### src/rtl/dmt_pkg.sv
package dmt_pkg;

  // Action taken by the counter on the next clock edge
  typedef enum logic [2:0] {
    ACT_OFF,      // not running: count parked at zero
    ACT_STEP,     // normal increment
    ACT_RESTART,  // accepted clear
    ACT_EXPIRE,   // step onto the terminal count
    ACT_HOLD      // expired, waiting for a clear
  } dmt_act_e;

endpackage

### src/rtl/dmt_limit_decode.sv
module dmt_limit_decode #(
  parameter int MIN_EXP   = 8,
  parameter int NUM_CODES = 24,
  parameter int SEL_W     = 5,
  parameter int INTV_W    = 3,
  parameter int CNT_W     = MIN_EXP + NUM_CODES
) (
  input  logic              clk,
  input  logic              rst,
  input  logic [SEL_W-1:0]  cnt_sel_i,
  input  logic [INTV_W-1:0] intv_sel_i,
  output logic [CNT_W-1:0]  term_o,
  output logic [CNT_W-1:0]  wstart_o
);

  localparam logic [CNT_W-1:0] ONE      = CNT_W'(1);
  localparam logic [SEL_W-1:0] TOP_CODE = SEL_W'(NUM_CODES - 1);

  logic [SEL_W-1:0] eff_code;
  logic [CNT_W-1:0] term_d;
  logic [CNT_W-1:0] wstart_d;

  // Reserved codes fold onto the largest legal one
  always_comb begin
    eff_code = (cnt_sel_i > TOP_CODE) ? TOP_CODE : cnt_sel_i;
    term_d   = ONE << (MIN_EXP + int'(eff_code));
    if (intv_sel_i == '0) wstart_d = '0;
    else                  wstart_d = term_d - (term_d >> intv_sel_i);
  end

  // Registered so the shift and subtract stay out of the counter path
  always_ff @(posedge clk) begin
    term_o   <= term_d;
    wstart_o <= wstart_d;
  end

  AST_TERM_POW2: assert property (@(posedge clk) disable iff (rst)
    $onehot(term_o)) else $error("terminal count not a power of two");

  AST_WSTART_BELOW_TERM: assert property (@(posedge clk) disable iff (rst)
    wstart_o <= term_o) else $error("window start above terminal");

endmodule

### src/rtl/dmt_core.sv
module dmt_core
  import dmt_pkg::*;
#(
  parameter int CNT_W = 32
) (
  input  logic             clk,
  input  logic             rst,
  input  logic             run_i,
  input  logic             clr_i,
  input  logic [CNT_W-1:0] term_i,
  input  logic [CNT_W-1:0] wstart_i,
  output logic [CNT_W-1:0] cnt_o,
  output logic             win_o,
  output logic             evt_o
);

  logic [CNT_W-1:0] cnt_q;
  logic             exp_q;
  logic             evt_q;
  logic             in_win;
  logic             early;
  dmt_act_e         act;

  assign in_win = (cnt_q >= wstart_i);
  assign early  = run_i && clr_i && !in_win;

  always_comb begin
    if (!run_i)                         act = ACT_OFF;
    else if (clr_i && in_win)           act = ACT_RESTART;
    else if (exp_q)                     act = ACT_HOLD;
    else if (cnt_q >= term_i - 1'b1)    act = ACT_EXPIRE;
    else                                act = ACT_STEP;
  end

  always_ff @(posedge clk) begin
    if (rst) begin
      cnt_q <= '0;
      exp_q <= 1'b0;
      evt_q <= 1'b0;
    end else begin
      evt_q <= early || (act == ACT_EXPIRE);
      case (act)
        ACT_OFF, ACT_RESTART: begin
          cnt_q <= '0;
          exp_q <= 1'b0;
        end
        ACT_EXPIRE: begin
          cnt_q <= term_i;
          exp_q <= 1'b1;
        end
        ACT_STEP: cnt_q <= cnt_q + 1'b1;
        default:  cnt_q <= cnt_q;
      endcase
    end
  end

  assign cnt_o = cnt_q;
  assign win_o = run_i && in_win;
  assign evt_o = evt_q;

  AST_VALID_CLR_ZERO: assert property (@(posedge clk) disable iff (rst)
    (run_i && clr_i && win_o) |=> (cnt_q == '0) && !evt_q) else $error("accepted clear");

  AST_EARLY_CLR_EVT: assert property (@(posedge clk) disable iff (rst)
    (run_i && clr_i && !win_o) |=> evt_q) else $error("early clear");

  AST_EXPIRED_HOLD: assert property (@(posedge clk) disable iff (rst)
    (run_i && exp_q && !clr_i) |=> $stable(cnt_q) && !evt_q) else $error("hold");

  AST_OFF_IDLE: assert property (@(posedge clk) disable iff (rst)
    !run_i |=> (cnt_q == '0) && !evt_q) else $error("disabled");

  AST_COUNT_STEP: assert property (@(posedge clk) disable iff (rst)
    (run_i && !clr_i && !exp_q && (cnt_q + 1'b1 < term_i))
      |=> (cnt_q == $past(cnt_q) + 1'b1)) else $error("step");

endmodule

### src/rtl/dmt_window_timer.sv
module dmt_window_timer #(
  parameter int MIN_EXP   = 8,
  parameter int NUM_CODES = 24,
  parameter int SEL_W     = 5,
  parameter int INTV_W    = 3,
  localparam int CNT_W    = MIN_EXP + NUM_CODES
) (
  input  logic              clk,
  input  logic              rst,
  input  logic              cfg_en_i,
  input  logic              sw_on_i,
  input  logic [SEL_W-1:0]  cnt_sel_i,
  input  logic [INTV_W-1:0] intv_sel_i,
  input  logic              clr_i,
  output logic [CNT_W-1:0]  count_o,
  output logic              win_open_o,
  output logic              event_o
);

  logic             run;
  logic [CNT_W-1:0] term;
  logic [CNT_W-1:0] wstart;

  // Configuration enable takes precedence; software ON covers the other case
  assign run = cfg_en_i | sw_on_i;

  dmt_limit_decode #(
    .MIN_EXP  (MIN_EXP),
    .NUM_CODES(NUM_CODES),
    .SEL_W    (SEL_W),
    .INTV_W   (INTV_W),
    .CNT_W    (CNT_W)
  ) u_decode (
    .clk       (clk),
    .rst       (rst),
    .cnt_sel_i (cnt_sel_i),
    .intv_sel_i(intv_sel_i),
    .term_o    (term),
    .wstart_o  (wstart)
  );

  dmt_core #(
    .CNT_W(CNT_W)
  ) u_core (
    .clk     (clk),
    .rst     (rst),
    .run_i   (run),
    .clr_i   (clr_i),
    .term_i  (term),
    .wstart_i(wstart),
    .cnt_o   (count_o),
    .win_o   (win_open_o),
    .evt_o   (event_o)
  );

  AST_RESET_QUIET: assert property (@(posedge clk)
    rst |=> (count_o == '0) && !event_o) else $error("reset state");

endmodule

### config.mk
export PLATFORM = sky130hd
export DESIGN_NAME = dmt_window_timer
export DESIGN_NICKNAME = d
export VERILOG_FILES = /design/src/rtl/dmt_pkg.sv /design/src/rtl/dmt_limit_decode.sv /design/src/rtl/dmt_core.sv /design/src/rtl/dmt_window_timer.sv
export SDC_FILE = /design/constraint.sdc
export NUM_CORES = 1
export LEC_CHECK = 0
export ABC_AREA = 1
export BUFFER_PORTS_ARGS = -buffer_cell sky130_fd_sc_hd__buf_2
export CAP_MARGIN = 0
export CORE_ASPECT_RATIO = 0.5
export CORE_MARGIN = 1
export CORE_UTILIZATION = 35
export CTS_BUF_LIST = sky130_fd_sc_hd__clkbuf_16
export DETAILED_ROUTE_END_ITERATION = 10
export PLACE_DENSITY = 0.53
export SETUP_SLACK_MARGIN = 0.3
export SYNTH_ARGS = -nofsm -noshare
export SYNTH_HDL_FRONTEND = slang
export SYNTH_HIERARCHICAL = 1
export SYNTH_SLANG_ARGS = --single-unit
### constraint.sdc
create_clock -name clk -period 8.4 [get_ports clk]
set_input_delay 1.68 -clock clk [delete_from_list [all_inputs] [get_ports clk]]
set_output_delay 1.68 -clock clk [all_outputs]
set_load 0.01 [all_outputs]
After elaboration in Yosys (flattened, before gate mapping)

Index checks and enable logic that the tools add are counted.

Input bits: 13
Logic and storage cells: 36
Output and inout port bits: 34
Register bits after elaboration: 98

Eq/ne operators: 3
Shift operators: 2
Order comparisons: 3
Reduce and logical (&&, ||, !) cells: 11
Multiplexer cells: 7
$add $sub $neg: 4
Bitwise gates (word level): 1

Operator list:

| cell                                                  | count |
|---|---|
| one-hot mux 32 bit (3 select lines)                   | 1 |
| greater-or-equal comparator 32 bit                    | 2 |
| adder 32 x 1 -> 32 bit (second input constant)        | 1 |
| << shifter 1 x 32 -> 32 bit (first input constant)    | 1 |
| right shift 32 x 3 -> 32 bit                          | 1 |
| subtractor 32 x 1 -> 32 bit (second input constant)   | 1 |
| subtractor 32 bit                                     | 1 |
| two-way mux 3 bit                                     | 3 |
| adder 4 x 5 -> 6 bit (first input constant)           | 1 |
| == test 3 x 2 -> 1 bit (second input constant)        | 2 |
| logical NOT 3 bit                                     | 2 |
| greater-than comparator 5 bit (second input constant) | 1 |
| two-way mux 5 bit                                     | 1 |
| logical AND 1 bit                                     | 4 |
| == test 3 x 1 -> 1 bit (second input constant)        | 1 |
| nonzero test 3 bit                                    | 1 |
| two-way mux 2 bit                                     | 1 |
| one-hot mux 1 bit (2 select lines)                    | 1 |
| nonzero test 2 bit                                    | 1 |
| OR reduction 2 bit                                    | 1 |
| logical NOT 1 bit                                     | 1 |
| logical OR 1 bit                                      | 1 |
| bitwise OR 1 bit                                      | 1 |

Logic depth before layout (Yosys ltp)

Gate-level depths: netlist of run 1.

Depth in word-level cells: 9
Depth in mapped cells: 29
Gate-level depth less buffers: 27

Modules after synthesis

The synthesis of run 1 kept the hierarchy.

Modules (own cells, without submodules):

| module           | cells each | instances | sequential area each (um2) | area each (um2) |
|---|---|---|---|---|
| dmt_limit_decode | 860        | 1         | 1281.2                     | 5353.9 |
| dmt_core         | 843        | 1         | 680.7                      | 5126.2 |
| dmt_window_timer | 3          | 1         | 0.0                        | 11.3 |

Least setup slack after synthesis of run 1

OpenSTA, ideal clock, no wires.

Kind: input-to-reg
Start: input cnt_sel_i[4]
End: register u_decode.wstart_o[28]
Library setup time: 0.132 ns
Data arrival time: 4.947 ns
Buffers on the path: 3
Cell stages on the path: 23
Slack: 3.321 ns
Required time: 8.268 ns
Cells stage by stage: dlygate4sd3_1 -> ha_1 -> inv_1 -> nor2_4 -> buf_4 -> inv_1 -> clkbuf_1 -> nor2_1 -> nand2_1 -> o21ai_0 -> o21ai_0 -> nor2_1 -> a31oi_1 -> ha_1 -> a21oi_1 -> a21boi_2 -> nor2_1 -> nor2_2 -> nor2_1 -> nor2_1 -> nand2_1 -> nand2_1 -> a21oi_1

Cells in the longest elaborated chain, start to end: 6

RTL lines:

| element                       | RTL line               | text |
|---|---|---|
| start, declared               | dmt_window_timer.sv:12 | `input logic [SEL_W-1:0] cnt_sel_i,` |
| greater-than comparator 5 bit | dmt_limit_decode.sv:25 | `eff_code = (cnt_sel_i > TOP_CODE) ? TOP_CODE : cnt_sel_i;` |
| two-way mux 5 bit *           | dmt_limit_decode.sv:25 |  |
| adder 4 x 5 -> 6 bit *        | dmt_limit_decode.sv:26 | `term_d = ONE << (MIN_EXP + int'(eff_code));` |
| << shifter 1 x 32 -> 32 bit * | dmt_limit_decode.sv:26 |  |
| named net u_decode.term_d[22] | dmt_limit_decode.sv:20 | `logic [CNT_W-1:0] term_d;` |
| right shift 32 x 3 -> 32 bit  | dmt_limit_decode.sv:28 | `else wstart_d = term_d - (term_d >> intv_sel_i);` |
| subtractor 32 bit *           | dmt_limit_decode.sv:28 |  |
| end signal, assigned          | dmt_limit_decode.sv:34 | `wstart_o <= wstart_d;` |
| end, declared                 | dmt_limit_decode.sv:13 | `output logic [CNT_W-1:0] wstart_o` |

Mark *: on every way through the listed nets, which the timed path passes. The rest lies on a longest branch.
A chain may end at the register's enable or synchronous reset.

Final worst setup path of run 1

Start: input cnt_sel_i[3]
End: register u_decode.wstart_o[26]

Same word-level chain as after synthesis.

==> impl_results.html, run 1 <==
<table>
<tr><th>Metric</th><th>Value</th></tr>
<tr><th colspan="2">Global route</th></tr>
<tr><td>Number of global-route vias before repair</td><td>9642</td></tr>
<tr><td>Remaining Overflow, GRT</td><td>0</td></tr>
<tr><td>Wire length of the first global-routing pass</td><td>53030 um</td></tr>
<tr><td>Largest net degree at the start of global routing</td><td>99</td></tr>
<tr><td>All-Layer GR Usage</td><td>22.07%</td></tr>
<tr><td>Antenna violations before repair</td><td>0</td></tr>
<tr><th colspan="2">Layout</th></tr>
<tr><td>Number of fill cells</td><td>3250</td></tr>
<tr><td>Share of final-layout standard cells stronger than drive strength 1</td><td>10.29%</td></tr>
<tr><td>Final antenna diode count</td><td>0</td></tr>
<tr><td>Area growth, synth to finish</td><td>6.822%</td></tr>
<tr><td>Number of nets in the layout</td><td>1812</td></tr>
<tr><td>Final design utilization</td><td>38.34%</td></tr>
<tr><th colspan="2">Setup path</th></tr>
<tr><td>Number of cells on the worst reg-to-reg path</td><td>20</td></tr>
<tr><td>Crit path max fanout</td><td>28</td></tr>
<tr><td>Crit path DAT</td><td>6.00 ns</td></tr>
<tr><td>Worst Setup Path Type</td><td>input port to register</td></tr>
<tr><td>Worst reg2reg path startpoint</td><td>u_decode/term_o[3]</td></tr>
<tr><td>Endpoint required time on the critical path</td><td>8.69 ns</td></tr>
<tr><td>Element type at the critical path start</td><td>input port</td></tr>
<tr><td>Critical Path End Type</td><td>register</td></tr>
<tr><td>Register-to-Register Setup Slack</td><td>4.64 ns</td></tr>
<tr><td>End of the worst register-to-register path</td><td>u_core/cnt_o[17]</td></tr>
<tr><th colspan="2">Placed design</th></tr>
<tr><td>Worst-case setup slack after placement</td><td>2.344 ns</td></tr>
<tr><td>Post-DP HPWL</td><td>27230 um</td></tr>
<tr><td>RePlAce Congestion</td><td>0.9248</td></tr>
<tr><td>Number of input and output port buffers inserted</td><td>46</td></tr>
<tr><th colspan="2">Route</th></tr>
<tr><td>Drc violations</td><td>10</td></tr>
<tr><td>Mean routed wirelength per cell</td><td>16.20 um</td></tr>
<tr><td>Detail Route Antenna Nets</td><td>0</td></tr>
<tr><td>Total detailed-routing wirelength</td><td>34050 um</td></tr>
<tr><td>Violation count after the first detailed-routing iteration</td><td>928</td></tr>
<tr><td>Vias per std cell</td><td>5.118</td></tr>
<tr><td>Via count of the routed design</td><td>10757</td></tr>
<tr><td>Pre-antenna DRT Iters</td><td>8</td></tr>
<tr><th colspan="2">Outcome</th></tr>
<tr><td>Failing checks</td><td>DRC</td></tr>
<tr><td>Outcome</td><td>finished, violations left</td></tr>
<tr><th colspan="2">Power</th></tr>
<tr><td>Sequential share of power</td><td>38.7%</td></tr>
<tr><td>Power per Cell Area</td><td>117.0 nW/um2</td></tr>
<tr><td>Leak</td><td>6.140 nW</td></tr>
<tr><td>Cell internal power dissipation</td><td>0.8253 mW</td></tr>
<tr><td>Proportion of power drawn by the clock network</td><td>31.3%</td></tr>
<tr><td>Net switching power</td><td>0.4857 mW</td></tr>
<tr><td>Net switching share of the total power</td><td>37.05%</td></tr>
<tr><td>Relative contribution of combinational cells to total power</td><td>30.0%</td></tr>
<tr><td>VDD IR max</td><td>0.09239 mV</td></tr>
<tr><th colspan="2">Synthesis</th></tr>
<tr><td>Number of cells produced by synthesis</td><td>1706</td></tr>
<tr><td>Post-synthesis instance area</td><td>10490 um2</td></tr>
<tr><td>Distinct cells, synth</td><td>47</td></tr>
<tr><td>Largest family of logic cells by synthesized area</td><td>simple AND/OR/NAND/NOR gates</td></tr>
<tr><td>Average cell area after synthesis</td><td>6.150 um2</td></tr>
<tr><td>Proportion of synthesized chip area in sequential cells</td><td>18.70%</td></tr>
<tr><td>Net Count, Synth</td><td>1811</td></tr>
<tr><td>Number of synthesized register bits</td><td>98</td></tr>
<tr><td>Synthesized-area fraction occupied by ao, oa, aoi and oai cells</td><td>9.326%</td></tr>
<tr><td>Fraction of the mapped netlist area in simple logic gates</td><td>43.76%</td></tr>
<tr><td>Synth Area in XOR/XNOR</td><td>4.425%</td></tr>
<tr><td>Post-synthesis adder-cell area fraction</td><td>10.97%</td></tr>
<tr><td>Yosys Warn Count</td><td>6</td></tr>
<tr><td>Share of synthesized area spent on multiplexers</td><td>0%</td></tr>
<tr><th colspan="2">Die</th></tr>
<tr><td>Total core area</td><td>29230 um2</td></tr>
<tr><td>Initial core utilization</td><td>35.89%</td></tr>
<tr><td>I/O pin cnt</td><td>47</td></tr>
<tr><td>Die footprint</td><td>30710 um2</td></tr>
<tr><td>Row count</td><td>44</td></tr>
<tr><td>Die extent in y</td><td>124.4 um</td></tr>
<tr><td>Die extent in x</td><td>246.8 um</td></tr>
<tr><th colspan="2">Hold path</th></tr>
<tr><td>Hold path start</td><td>u_decode/term_o[19]</td></tr>
<tr><td>WHS Endpoint</td><td>u_core/cnt_o[19]</td></tr>
<tr><td>Worst hold path type</td><td>register to register</td></tr>
<tr><td>Worst Hold Depth</td><td>4</td></tr>
<tr><th colspan="2">Clock tree</th></tr>
<tr><td>Maximum buffer depth of the clock tree</td><td>2</td></tr>
<tr><td>PostCTS Resize Cnt</td><td>0</td></tr>
<tr><td>Number of buffers created by CTS</td><td>9</td></tr>
<tr><td>Worst skew pair latency</td><td>0.37 ns</td></tr>
<tr><td>Clock-pin slew of the registers on the worst-case setup and hold paths</td><td>0.07 ns</td></tr>
<tr><td>Number of sinks handled by clock tree synthesis</td><td>98</td></tr>
<tr><td>Clock tree from TritonCTS</td><td>built</td></tr>
<tr><td>H-Tree Level Count</td><td>3</td></tr>
<tr><td>Cell at the root of the clock tree</td><td>sky130_fd_sc_hd__clkbuf_16</td></tr>
<tr><td>Total setup buffers inserted after CTS</td><td>0</td></tr>
<tr><td>Hold_buf cts</td><td>0</td></tr>
<tr><th colspan="2">STA</th></tr>
<tr><td>Setup ws final</td><td>2.689 ns</td></tr>
<tr><td>Worst slew slack as a fraction of its limit</td><td>20.70%</td></tr>
<tr><td>Fin Setup TNS</td><td>0 ns</td></tr>
<tr><td>Worst Clk Skew</td><td>0.01165 ns</td></tr>
<tr><td>Achievable clock frequency</td><td>0.1751 GHz</td></tr>
<tr><td>Fin crit share</td><td>67.98%</td></tr>
<tr><td>Final Hold Viols</td><td>0</td></tr>
<tr><td>Count of endpoints failing setup in the final report</td><td>0</td></tr>
<tr><td>Post-Route Hold Slack</td><td>0.6070 ns</td></tr>
<tr><td>Actual transition at the worst max-transition pin</td><td>1.188 ns</td></tr>
<tr><td>Min Tclk post-route</td><td>5.711 ns</td></tr>
<tr><td>RSZ-0062 raised after global routing</td><td>no</td></tr>
<tr><td>Final Max Tran Viols</td><td>0</td></tr>
<tr><th colspan="2">Flow run</th></tr>
<tr><td>Number of maximum-capacitance constraint violations</td><td>0</td></tr>
</table>
-- power groups by stage --
stage                     clock, mW  combinational (mW)  sequential (mW)
final                         0.410               0.393            0.508
after detailed placement          0               0.387            0.519
after global placement            0               0.387            0.519
after CTS                     0.423               0.389            0.508
after floorplan                   0               0.306            0.514
after global routing          0.438               0.445            0.511
-- layer usage --
layer	global-route usage, %	routed length (um)
met1	34.57	18500
met2	32.29	13770
met3	2.025	1398
met4	3.922	379
met5	0	0
-- placed cells by master (no fill, tap or decap), types with 9 or more instances in the layout --
| master | instances |
|---|---|
| sky130_fd_sc_hd__a21oi_1 | 85 |
| sky130_fd_sc_hd__buf_2 | 46 |
| sky130_fd_sc_hd__clkbuf_16 | 9 |
| sky130_fd_sc_hd__dfxtp_1 | 98 |
| sky130_fd_sc_hd__ha_1 | 92 |
| sky130_fd_sc_hd__inv_1 | 270 |
| sky130_fd_sc_hd__nand2_1 | 407 |
| sky130_fd_sc_hd__nand2_2 | 24 |
| sky130_fd_sc_hd__nand3_1 | 145 |
| sky130_fd_sc_hd__nand3_2 | 23 |
| sky130_fd_sc_hd__nand4_1 | 113 |
| sky130_fd_sc_hd__nor2_1 | 144 |
| sky130_fd_sc_hd__nor2_2 | 22 |
| sky130_fd_sc_hd__nor2_4 | 14 |
| sky130_fd_sc_hd__nor3_1 | 31 |
| sky130_fd_sc_hd__o21ai_0 | 65 |
| sky130_fd_sc_hd__xnor2_1 | 18 |
| sky130_fd_sc_hd__xor2_1 | 35 |
-- cell families after synthesis --
| logic type | Yosys count |
|---|---|
| simple gates | 949 |
| fa+ha+maj | 92 |
| xor+xnor | 53 |
| buf+inv | 334 |
| flops | 98 |
| compound gates | 180 |
-- metrics by stage --
stage	total power [mW]	cell area [um2]	instances
2_1_floorplan	0.8194	10490	1706
3_3_place_gp	0.9060	10930	2087
3_5_place_dp	0.9060	10930	2087
4_1_cts	1.320	11210	2102
5_1_grt	1.394	11210	2102
6_report	1.311	11210	2102
-- cell type report --
class | instances | area (um2) | share of cell area, %
clock buffers | 9 | 225.2 | 2.010
clock inverters | 6 | 50.05 | 0.4466
inverters | 275 | 1033 | 9.222
multi-input cells | 1274 | 7194 | 64.20
flip-flops and latches | 98 | 1962 | 17.51
well taps | 391 | 489.2 | 4.365
repair buffers | 49 | 252.7 | 2.255
-- flip-flops by register name, summed over array words and instances, names as in the netlist --
register,count
u_core/cnt_o,32
u_decode/term_o,32
u_decode/wstart_o,32
u_core/evt_o,1
u_core/exp_q,1
-- cells in the mapped netlist (all sizes together) --
master | number | share of area, %
nand2 | 439 | 17
inv | 274 | 9.8
nor2 | 180 | 7.9
nand3 | 168 | 9.1
nand4 | 115 | 7.1
dfxtp | 98 | 19
ha | 92 | 11
a21oi | 89 | 4.4
o21ai | 69 | 3.3
buf | 40 | 2.2
nor3 | 37 | 2.1
xor2 | 35 | 2.9
clkbuf | 18 | 0.64
xnor2 | 18 | 1.5
o21a | 6 | 0.43
a21o | 4 | 0.29
a31oi | 4 | 0.24
nand3b | 4 | 0.32
or2 | 4 | 0.24
nor3b | 2 | 0.19
a211oi | 1 | 0.072
a21boi | 1 | 0.11
a221oi | 1 | 0.083
a311oi | 1 | 0.083
clkinv | 1 | 0.048
dlygate4sd3 | 1 | 0.095
o21bai | 1 | 0.072
o221a | 1 | 0.11
o221ai | 1 | 0.083
o311ai | 1 | 0.083
-- worst max-delay path, cell delays in order --
cell                       delay (ns)
sky130_fd_sc_hd__buf_2           0.11
sky130_fd_sc_hd__inv_1           0.09
sky130_fd_sc_hd__nor2_4          0.41
sky130_fd_sc_hd__ha_1            0.36
sky130_fd_sc_hd__nor2_4          0.52
sky130_fd_sc_hd__inv_2           0.21
sky130_fd_sc_hd__nor2_1          0.28
sky130_fd_sc_hd__o21ai_0         0.14
sky130_fd_sc_hd__o21ai_0         0.25
sky130_fd_sc_hd__a221oi_1        0.13
sky130_fd_sc_hd__ha_1            0.44
sky130_fd_sc_hd__inv_1           0.11
sky130_fd_sc_hd__nor3_1          0.31
sky130_fd_sc_hd__nand2_2         0.10
sky130_fd_sc_hd__nand2_2         0.13
sky130_fd_sc_hd__nand2_1         0.08
sky130_fd_sc_hd__nand2_2         0.12
sky130_fd_sc_hd__nand2_1         0.09
sky130_fd_sc_hd__nand2_1         0.10
sky130_fd_sc_hd__nand2_1         0.08
sky130_fd_sc_hd__nand3_1         0.07
sky130_fd_sc_hd__nand2_1         0.05
sky130_fd_sc_hd__a21oi_1         0.13
-- how the worst max path moves through the flow --
| stage | startpoint | to | slack, ns | depth (start not counted) |
|---|---|---|---|---|
| floorplan | cnt_sel_i[4] | u_decode/wstart_o[28] | 3.32 | 23 |
| global placement | cnt_sel_i[3] | u_decode/wstart_o[26] | 2.37 | 23 |
| detailed placement | cnt_sel_i[3] | u_decode/wstart_o[26] | 2.34 | 23 |
| CTS | cnt_sel_i[3] | u_decode/wstart_o[26] | 2.73 | 23 |
| global route | cnt_sel_i[3] | u_decode/wstart_o[28] | 2.28 | 23 |
| finish | cnt_sel_i[3] | u_decode/wstart_o[26] | 2.69 | 23 |
No activity file was read; power rests on OpenSTA's default activity.
==> inputs of run 2 (changes only) <==
clock period = 5.69 ns   (was 8.4 ns; I/O delays follow)
==> run 2 against run 1 <==
The run still ends with DRC left. Clock power rose by 52%. Routed wire length rose by 2.3%. Utilization rose by 0.23 points.
==> impl_results.html, run 2 (same netlist as run 1, synthesis figures left out) <==
<table>
<tr><th>Metric</th><th>Value</th></tr>
<tr><th colspan="2">Layout</th></tr>
<tr><td>Sequential standard cell area</td><td>1962 um2 (unchanged)</td></tr>
<tr><td>Number of fill cells</td><td>3248 (was 3250)</td></tr>
<tr><td>Final instance count without filler cells</td><td>2111 (was 2102)</td></tr>
<tr><td>Most common library cell in the layout ignoring fill and taps</td><td>sky130_fd_sc_hd__nand2_1 (unchanged)</td></tr>
<tr><td>Top library cells by usage in the layout, fill and taps aside</td><td>sky130_fd_sc_hd__nand2_1 (407), sky130_fd_sc_hd__inv_1 (270), sky130_fd_sc_hd__nand3_1 (145) (unchanged)</td></tr>
<tr><td>Number of nets in the layout</td><td>1819 (was 1812)</td></tr>
<tr><td>Area growth, synth to finish</td><td>7.454% (was 6.822%)</td></tr>
<tr><td>Share of final-layout standard cells stronger than drive strength 1</td><td>10.65% (was 10.29%)</td></tr>
<tr><td>Total area of multi-input combinational cells</td><td>7194 um2 (unchanged)</td></tr>
<tr><th colspan="2">Setup path</th></tr>
<tr><td>Worst reg2reg path startpoint</td><td>u_decode/term_o[6] (was u_decode/term_o[3])</td></tr>
<tr><td>Worst Setup Path Type</td><td>input port to register (unchanged)</td></tr>
<tr><td>Crit path max fanout</td><td>21 (was 28)</td></tr>
<tr><td>Crit path DAT</td><td>5.06 ns (was 6.00 ns)</td></tr>
<tr><td>Launching instance or port of the critical path</td><td>cnt_sel_i[3] (unchanged)</td></tr>
<tr><td>Critical Path End Type</td><td>register (unchanged)</td></tr>
<tr><td>Endpoint required time on the critical path</td><td>5.96 ns (was 8.69 ns)</td></tr>
<tr><td>Element type at the critical path start</td><td>input port (unchanged)</td></tr>
<tr><th colspan="2">STA</th></tr>
<tr><td>Fin crit share</td><td>84.23%</td></tr>
<tr><td>Final Max Tran Viols</td><td>0 (unchanged)</td></tr>
<tr><td>Final Hold Viols</td><td>0 (unchanged)</td></tr>
<tr><td>Count of endpoints failing setup in the final report</td><td>0 (unchanged)</td></tr>
<tr><td>Fin Setup TNS</td><td>0 ns (unchanged)</td></tr>
<tr><td>RSZ-0062 raised after global routing</td><td>no (unchanged)</td></tr>
<tr><td>Setup ws final</td><td>0.8975 ns (was 2.689 ns)</td></tr>
<tr><td>Min Tclk post-route</td><td>4.792 ns</td></tr>
<tr><td>Achievable clock frequency</td><td>0.2087 GHz</td></tr>
<tr><td>Worst slew slack as a fraction of its limit</td><td>20.67% (was 20.70%)</td></tr>
<tr><td>Actual transition at the worst max-transition pin</td><td>1.189 ns (was 1.188 ns)</td></tr>
<tr><td>Worst Clk Skew</td><td>0.01494 ns (was 0.01165 ns)</td></tr>
<tr><th colspan="2">Route</th></tr>
<tr><td>Pre-antenna DRT Iters</td><td>9 (was 8)</td></tr>
<tr><td>Via count of the routed design</td><td>10824 (was 10757)</td></tr>
<tr><td>Mean routed wirelength per cell</td><td>16.50 um (was 16.20 um)</td></tr>
<tr><td>Violation count after the first detailed-routing iteration</td><td>1139 (was 928)</td></tr>
<tr><td>Total detailed-routing wirelength</td><td>34830 um (was 34050 um)</td></tr>
<tr><td>Detail Route Antenna Nets</td><td>0 (unchanged)</td></tr>
<tr><td>Drc violations</td><td>16 (was 10)</td></tr>
<tr><td>Vias per std cell</td><td>5.127 (was 5.118)</td></tr>
<tr><th colspan="2">Power</th></tr>
<tr><td>Post-route total power</td><td>1.964 mW (was 1.311 mW)</td></tr>
<tr><td>Power per Cell Area</td><td>174.2 nW/um2 (was 117.0 nW/um2)</td></tr>
<tr><td>Leak</td><td>6.187 nW (was 6.140 nW)</td></tr>
<tr><td>VDD IR max</td><td>0.1395 mV (was 0.09239 mV)</td></tr>
<tr><th colspan="2">Placed design</th></tr>
<tr><td>Number of input and output port buffers inserted</td><td>46 (unchanged)</td></tr>
<tr><td>RePlAce Congestion</td><td>0.9297 (was 0.9248)</td></tr>
<tr><td>Worst-case setup slack after placement</td><td>0.5816 ns (was 2.344 ns)</td></tr>
<tr><td>Placed cells</td><td>2094 (was 2087)</td></tr>
<tr><td>Post-DP HPWL</td><td>27850 um (was 27230 um)</td></tr>
<tr><th colspan="2">Clock tree</th></tr>
<tr><td>Hold_buf cts</td><td>0 (unchanged)</td></tr>
<tr><td>Maximum buffer depth of the clock tree</td><td>2 (unchanged)</td></tr>
<tr><td>Cell at the root of the clock tree</td><td>sky130_fd_sc_hd__clkbuf_16 (unchanged)</td></tr>
<tr><td>Clock tree from TritonCTS</td><td>built (unchanged)</td></tr>
<tr><td>Clock-pin slew of the registers on the worst-case setup and hold paths</td><td>0.08 ns (was 0.07 ns)</td></tr>
<tr><td>Number of buffers created by CTS</td><td>9 (unchanged)</td></tr>
<tr><td>PostCTS Resize Cnt</td><td>0 (unchanged)</td></tr>
<tr><td>Number of sinks handled by clock tree synthesis</td><td>98 (unchanged)</td></tr>
<tr><td>Worst skew pair latency</td><td>0.38 ns (was 0.37 ns)</td></tr>
<tr><td>Total setup buffers inserted after CTS</td><td>0 (unchanged)</td></tr>
<tr><td>H-Tree Level Count</td><td>3 (unchanged)</td></tr>
<tr><th colspan="2">Global route</th></tr>
<tr><td>Number of global-route vias before repair</td><td>9901 (was 9642)</td></tr>
<tr><td>All-Layer GR Usage</td><td>22.88% (was 22.07%)</td></tr>
<tr><td>Largest net degree at the start of global routing</td><td>99 (unchanged)</td></tr>
<tr><td>Wire length of the first global-routing pass</td><td>54890 um (was 53030 um)</td></tr>
<tr><td>Remaining Overflow, GRT</td><td>0 (unchanged)</td></tr>
<tr><td>Antenna violations before repair</td><td>0 (unchanged)</td></tr>
<tr><th colspan="2">Die</th></tr>
<tr><td>Row count</td><td>44 (unchanged)</td></tr>
<tr><td>Die footprint</td><td>30710 um2 (unchanged)</td></tr>
<tr><td>Die extent in x</td><td>246.8 um (unchanged)</td></tr>
<tr><td>Total core area</td><td>29230 um2 (unchanged)</td></tr>
<tr><td>I/O pin cnt</td><td>47 (unchanged)</td></tr>
<tr><td>Die extent in y</td><td>124.4 um (unchanged)</td></tr>
<tr><td>Initial core utilization</td><td>35.89% (unchanged)</td></tr>
<tr><th colspan="2">Flow run</th></tr>
<tr><td>Number of maximum-capacitance constraint violations</td><td>0 (unchanged)</td></tr>
<tr><th colspan="2">Hold path</th></tr>
<tr><td>Hold path start</td><td>u_decode/term_o[19] (unchanged)</td></tr>
<tr><td>Worst hold path type</td><td>register to register (unchanged)</td></tr>
<tr><th colspan="2">Outcome</th></tr>
<tr><td>Failing checks</td><td>DRC (unchanged)</td></tr>
<tr><td>Outcome</td><td>finished, violations left (unchanged)</td></tr>
</table>
-- run 2: metrics by stage --
step | util [%] | cell area (um2) | hold WS (ns)
floorplan | - | 10490 | 0.5380
global placement | 37.57 | 10980 | 0.6093
detailed placement | 37.57 | 10980 | 0.6207
CTS | 38.56 | 11270 | 0.6280
global route | 38.56 | 11270 | 0.6768
finish | 38.56 | 11270 | 0.6251
-- run 2: worst max-delay path, stage by stage --
cell,delay [ns]
sky130_fd_sc_hd__buf_2,0.11
sky130_fd_sc_hd__inv_1,0.08
sky130_fd_sc_hd__nor2_4,0.43
sky130_fd_sc_hd__ha_1,0.29
sky130_fd_sc_hd__inv_1,0.08
sky130_fd_sc_hd__nor2_4,0.09
sky130_fd_sc_hd__inv_1,0.18
sky130_fd_sc_hd__nor2_1,0.38
sky130_fd_sc_hd__nand2_1,0.08
sky130_fd_sc_hd__o21ai_0,0.13
sky130_fd_sc_hd__a21oi_1,0.13
sky130_fd_sc_hd__nor2_1,0.11
sky130_fd_sc_hd__a31oi_1,0.07
sky130_fd_sc_hd__ha_1,0.42
sky130_fd_sc_hd__inv_1,0.13
sky130_fd_sc_hd__nor2_4,0.15
sky130_fd_sc_hd__nand2_1,0.12
sky130_fd_sc_hd__nor2_1,0.27
sky130_fd_sc_hd__nor2_1,0.09
sky130_fd_sc_hd__nand2_2,0.14
sky130_fd_sc_hd__nand2_1,0.09
sky130_fd_sc_hd__nand2_1,0.08
sky130_fd_sc_hd__nand2_1,0.05
sky130_fd_sc_hd__a21oi_1,0.21
-- run 2: area by class of cell --
cell class              instances  area share [%]
clock buffers                   9           1.998
clock inverters                 7          0.5438
well taps                     391           4.340
repair buffers                 56           2.708
inverters                     275           9.168
diodes                          1         0.02220
flip-flops and latches         98           17.40
multi-input cells            1274           63.82
-- run 2: report_power, final --
| part | total [mW] | internal (mW) | leakage (nW) | switching (mW) |
|---|---|---|---|---|
| registers | 0.751 | 0.729 | 0.802 | 0.0223 |
| logic | 0.588 | 0.193 | 5.24 | 0.394 |
| clock network | 0.625 | 0.306 | 0.141 | 0.319 |
-- run 2: metal layers --
layer / global-route usage [%] / wire, um / vias up
li1: - / - / 5584
met2: 32.17 / 13880 / 287
met4: 5.737 / 629 / 0
met3: 2.327 / 1531 / 38
met5: 0 / 0 / -
met1: 36.10 / 18790 / 4915
-- run 2: path summary, 6_finish.rpt --
check	endpoint	slack, ns	depth (start not counted)
setup / recovery	u_decode/wstart_o[19]	0.90	24
setup reg to reg	u_core/cnt_o[14]	1.94	22
hold / removal	u_core/cnt_o[19]	0.63	4
hold reg to reg	u_core/cnt_o[19]	0.63	4
==> inputs of run 3 (changes only) <==
clock period = 5 ns   (was 5.69 ns; I/O delays follow)
==> run 3 against run 2 <==
Power increased by 15%. Via count increased by 0.64%. Sequential power increased by 14%. Count of clock-buffer cells in the layout unchanged. Highest routed layer unchanged. Largest cell class unchanged. Final area increased by 0.99%. Routed wire length decreased by 1.3%. Sequential share of layout area decreased by 0.17 points. Clock skew decreased by 0.0068 ns. The run still ends with DRC left. Non-clock buffer count increased by 13. Clock power increased by 18%. Combinational power increased by 14%.
==> impl_results.html, run 3 (same netlist as run 1, synthesis figures left out) <==
<table>
<tr><th>Metric</th><th>Value</th></tr>
<tr><th colspan="2">Outcome</th></tr>
<tr><td>Outcome</td><td>finished, violations left (unchanged)</td></tr>
<tr><td>Failing checks</td><td>DRC (unchanged)</td></tr>
<tr><th colspan="2">Route</th></tr>
<tr><td>Total detailed-routing wirelength</td><td>34390 um (was 34830 um)</td></tr>
<tr><td>Mean routed wirelength per cell</td><td>16.20 um (was 16.50 um)</td></tr>
<tr><td>Pre-antenna DRT Iters</td><td>8 (was 9)</td></tr>
<tr><td>Vias per std cell</td><td>5.131 (was 5.127)</td></tr>
<tr><td>Via count of the routed design</td><td>10893 (was 10824)</td></tr>
<tr><td>Violation count after the first detailed-routing iteration</td><td>1075 (was 1139)</td></tr>
<tr><td>Detail Route Antenna Nets</td><td>0 (unchanged)</td></tr>
<tr><td>Drc violations</td><td>4 (was 16)</td></tr>
<tr><th colspan="2">STA</th></tr>
<tr><td>Fin Setup TNS</td><td>0 ns (unchanged)</td></tr>
<tr><td>Fin crit share</td><td>85.49%</td></tr>
<tr><td>RSZ-0062 raised after global routing</td><td>no (unchanged)</td></tr>
<tr><td>Post-Route Hold Slack</td><td>0.6200 ns (was 0.6251 ns)</td></tr>
<tr><td>Count of endpoints failing setup in the final report</td><td>0 (unchanged)</td></tr>
<tr><td>Final Max Tran Viols</td><td>0 (unchanged)</td></tr>
<tr><td>Final Hold Viols</td><td>0 (unchanged)</td></tr>
<tr><td>Worst Clk Skew</td><td>0.008096 ns (was 0.01494 ns)</td></tr>
<tr><td>Actual transition at the worst max-transition pin</td><td>1.205 ns (was 1.189 ns)</td></tr>
<tr><td>Achievable clock frequency</td><td>0.2340 GHz</td></tr>
<tr><td>Worst slew slack as a fraction of its limit</td><td>19.59% (was 20.67%)</td></tr>
<tr><td>Min Tclk post-route</td><td>4.274 ns</td></tr>
<tr><th colspan="2">Die</th></tr>
<tr><td>I/O pin cnt</td><td>47 (unchanged)</td></tr>
<tr><td>Row count</td><td>44 (unchanged)</td></tr>
<tr><td>Die footprint</td><td>30710 um2 (unchanged)</td></tr>
<tr><td>Die extent in y</td><td>124.4 um (unchanged)</td></tr>
<tr><td>Initial core utilization</td><td>35.89% (unchanged)</td></tr>
<tr><td>Total core area</td><td>29230 um2 (unchanged)</td></tr>
<tr><td>Die extent in x</td><td>246.8 um (unchanged)</td></tr>
<tr><th colspan="2">Power</th></tr>
<tr><td>Net switching share of the total power</td><td>36.08% (was 37.46%)</td></tr>
<tr><td>VDD IR max</td><td>0.1729 mV (was 0.1395 mV)</td></tr>
<tr><td>Sequential share of power</td><td>37.8% (was 38.3%)</td></tr>
<tr><td>Leak</td><td>6.260 nW (was 6.187 nW)</td></tr>
<tr><td>Proportion of power drawn by the clock network</td><td>32.6% (was 31.8%)</td></tr>
<tr><td>Power per Cell Area</td><td>198.7 nW/um2 (was 174.2 nW/um2)</td></tr>
<tr><td>Net switching power</td><td>0.8163 mW (was 0.7355 mW)</td></tr>
<tr><td>Relative contribution of combinational cells to total power</td><td>29.6% (was 29.9%)</td></tr>
<tr><td>Cell internal power dissipation</td><td>1.446 mW (was 1.228 mW)</td></tr>
<tr><th colspan="2">Placed design</th></tr>
<tr><td>RePlAce Congestion</td><td>0.9686 (was 0.9297)</td></tr>
<tr><td>Number of input and output port buffers inserted</td><td>46 (unchanged)</td></tr>
<tr><td>Placed instance area</td><td>11080 um2 (was 10980 um2)</td></tr>
<tr><td>Post-DP HPWL</td><td>27820 um (was 27850 um)</td></tr>
<tr><th colspan="2">Clock tree</th></tr>
<tr><td>H-Tree Level Count</td><td>3 (unchanged)</td></tr>
<tr><td>Maximum buffer depth of the clock tree</td><td>2 (unchanged)</td></tr>
<tr><td>Clock tree from TritonCTS</td><td>built (unchanged)</td></tr>
<tr><td>Total setup buffers inserted after CTS</td><td>0 (unchanged)</td></tr>
<tr><td>Worst skew pair latency</td><td>0.36 ns (was 0.38 ns)</td></tr>
<tr><td>Number of buffers created by CTS</td><td>9 (unchanged)</td></tr>
<tr><td>Cell at the root of the clock tree</td><td>sky130_fd_sc_hd__clkbuf_16 (unchanged)</td></tr>
<tr><td>Hold_buf cts</td><td>0 (unchanged)</td></tr>
<tr><td>Clock-pin slew of the registers on the worst-case setup and hold paths</td><td>0.08 ns (about the same)</td></tr>
<tr><td>Number of sinks handled by clock tree synthesis</td><td>98 (unchanged)</td></tr>
<tr><td>PostCTS Resize Cnt</td><td>0 (unchanged)</td></tr>
<tr><th colspan="2">Setup path</th></tr>
<tr><td>Endpoint required time on the critical path</td><td>5.28 ns (was 5.96 ns)</td></tr>
<tr><td>Slowest stage delay, CP</td><td>0.49 ns (was 0.43 ns)</td></tr>
<tr><td>Worst Setup Path Type</td><td>input port to register (unchanged)</td></tr>
<tr><td>Number of cells on the worst reg-to-reg path</td><td>20 (was 22)</td></tr>
<tr><td>Crit path DAT</td><td>4.56 ns (was 5.06 ns)</td></tr>
<tr><td>Cell at the slowest stage of the critical path</td><td>sky130_fd_sc_hd__ha_1 (was sky130_fd_sc_hd__nor2_4)</td></tr>
<tr><td>Element type at the critical path start</td><td>input port (unchanged)</td></tr>
<tr><td>End of the worst register-to-register path</td><td>u_core/cnt_o[17] (was u_core/cnt_o[14])</td></tr>
<tr><td>Chain of cells forming the critical path</td><td>buf_2, inv_1, nor2_4, ha_1, inv_1, nor2_4, inv_1, nor2_1, nand2_1, nand2_1, o21ai_0, nand2_1, o21ai_0, ha_1, nand2_1, nor2_1, nand2_1, nor3b_1, nand2_1, nand3_1, nand2_1, a21oi_1 (was buf_2, inv_1, nor2_4, ha_1, inv_1, nor2_4, inv_1, nor2_1, nand2_1, o21ai_0, a21oi_1, nor2_1, a31oi_1, ha_1, inv_1, nor2_4, nand2_1, nor2_1, nor2_1, nand2_2, nand2_1, nand2_1, nand2_1, a21oi_1)</td></tr>
<tr><td>Register-to-Register Setup Slack</td><td>1.32 ns (was 1.94 ns)</td></tr>
<tr><td>Worst reg2reg path startpoint</td><td>u_decode/term_o[0] (was u_decode/term_o[6])</td></tr>
<tr><td>Library cell appearing most often on the critical path</td><td>sky130_fd_sc_hd__nand2_1 (unchanged)</td></tr>
<tr><td>Crit path max fanout</td><td>12 (was 21)</td></tr>
<tr><td>Critical Path End Type</td><td>register (unchanged)</td></tr>
<tr><th colspan="2">Hold path</th></tr>
<tr><td>Worst Hold Depth</td><td>4 (unchanged)</td></tr>
<tr><td>Worst hold path type</td><td>register to register (unchanged)</td></tr>
<tr><td>WHS Endpoint</td><td>u_core/cnt_o[19] (unchanged)</td></tr>
<tr><td>Hold path start</td><td>u_decode/term_o[19] (unchanged)</td></tr>
<tr><th colspan="2">Flow run</th></tr>
<tr><td>Number of maximum-capacitance constraint violations</td><td>0 (unchanged)</td></tr>
<tr><th colspan="2">Layout</th></tr>
<tr><td>Number of nets in the layout</td><td>1832 (was 1819)</td></tr>
<tr><td>Most common library cell in the layout ignoring fill and taps</td><td>sky130_fd_sc_hd__nand2_1 (unchanged)</td></tr>
<tr><td>Cell area after layout</td><td>11380 um2 (was 11270 um2)</td></tr>
<tr><td>Top library cells by usage in the layout, fill and taps aside</td><td>sky130_fd_sc_hd__nand2_1 (407), sky130_fd_sc_hd__inv_1 (271), sky130_fd_sc_hd__nand3_1 (145) (was sky130_fd_sc_hd__nand2_1 (407), sky130_fd_sc_hd__inv_1 (270), sky130_fd_sc_hd__nand3_1 (145))</td></tr>
<tr><td>Final antenna diode count</td><td>0 (was 1)</td></tr>
<tr><td>Share of final-layout standard cells stronger than drive strength 1</td><td>11.32% (was 10.65%)</td></tr>
<tr><td>Area growth, synth to finish</td><td>8.516% (was 7.454%)</td></tr>
<tr><th colspan="2">Global route</th></tr>
<tr><td>Largest net degree at the start of global routing</td><td>99 (unchanged)</td></tr>
<tr><td>Number of global-route vias before repair</td><td>10102 (was 9901)</td></tr>
<tr><td>All-Layer GR Usage</td><td>22.61% (was 22.88%)</td></tr>
<tr><td>Wire length of the first global-routing pass</td><td>54600 um (was 54890 um)</td></tr>
<tr><td>Antenna violations before repair</td><td>2 (was 0)</td></tr>
<tr><td>Remaining Overflow, GRT</td><td>0 (unchanged)</td></tr>
</table>
-- run 3: changes by cell type in the layout (fill, tap and decap cells not counted) --
cell | previous run | this run
sky130_fd_sc_hd__buf_4 | 10 | 23
sky130_fd_sc_hd__inv_8 | 2 | 1
sky130_fd_sc_hd__inv_1 | 270 | 271
sky130_fd_sc_hd__clkinv_4 | 3 | 1
sky130_fd_sc_hd__clkinv_1 | 1 | 0
sky130_fd_sc_hd__bufinv_16 | 0 | 1
sky130_fd_sc_hd__clkinvlp_4 | 0 | 2
sky130_fd_sc_hd__diode_2 | 1 | 0
-- run 3: layout make-up --
class	instances	area, um2
clock buffer	9	225.2
fill	3276	17850
sequential	98	1962
clock inverter	7	77.57
multi-input combinational	1274	7194
tap	391	489.2
inverter	275	1033
timing repair buffer	69	402.9
-- run 3: metrics by stage --
stage | setup slack, ns | total power, mW | std cells | util (%)
after floorplan | 0.6006 | 1.377 | 1706 | -
after global placement | 0.4346 | 1.535 | 2107 | 37.91
after detailed placement | 0.4523 | 1.533 | 2107 | 37.91
after CTS | 0.8199 | 2.272 | 2123 | 38.94
after global routing | 0.3980 | 2.398 | 2123 | 38.94
final | 0.7257 | 2.262 | 2123 | 38.94
-- run 3: worst max path at each step --
stage               depth (start not counted)                    end         start
finish                                     22  u_decode/wstart_o[27]  cnt_sel_i[3]
global route                               23  u_decode/wstart_o[31]  cnt_sel_i[3]
CTS                                        24  u_decode/wstart_o[19]  cnt_sel_i[3]
detailed placement                         24  u_decode/wstart_o[19]  cnt_sel_i[3]
global placement                           22  u_decode/wstart_o[17]  cnt_sel_i[3]
floorplan                                  23  u_decode/wstart_o[28]  cnt_sel_i[4]
-- run 3: critical path, delay by kind of cell --
family,cells,cell delay (ns)
AO/OA/AOI/OAI,3,0.37
AND/OR/NAND/NOR,13,1.87
adder cells (fa/ha/maj),2,0.82
buffers and inverters,4,0.48
-- run 3: power by group through the flow --
stage | combinational [mW] | sequential (mW) | clock (mW)
floorplan | 0.514 | 0.863 | 0
global placement | 0.663 | 0.872 | 0
detailed placement | 0.660 | 0.873 | 0
CTS | 0.664 | 0.855 | 0.753
global route | 0.760 | 0.859 | 0.779
finish | 0.670 | 0.854 | 0.738
-- run 3: metal layers --
layer  wire length, um  global-route usage, %
met5                 0                      0
met4               609                  4.757
met3              1873                  3.060
met2             13680                  32.53
met1             18230                  34.95
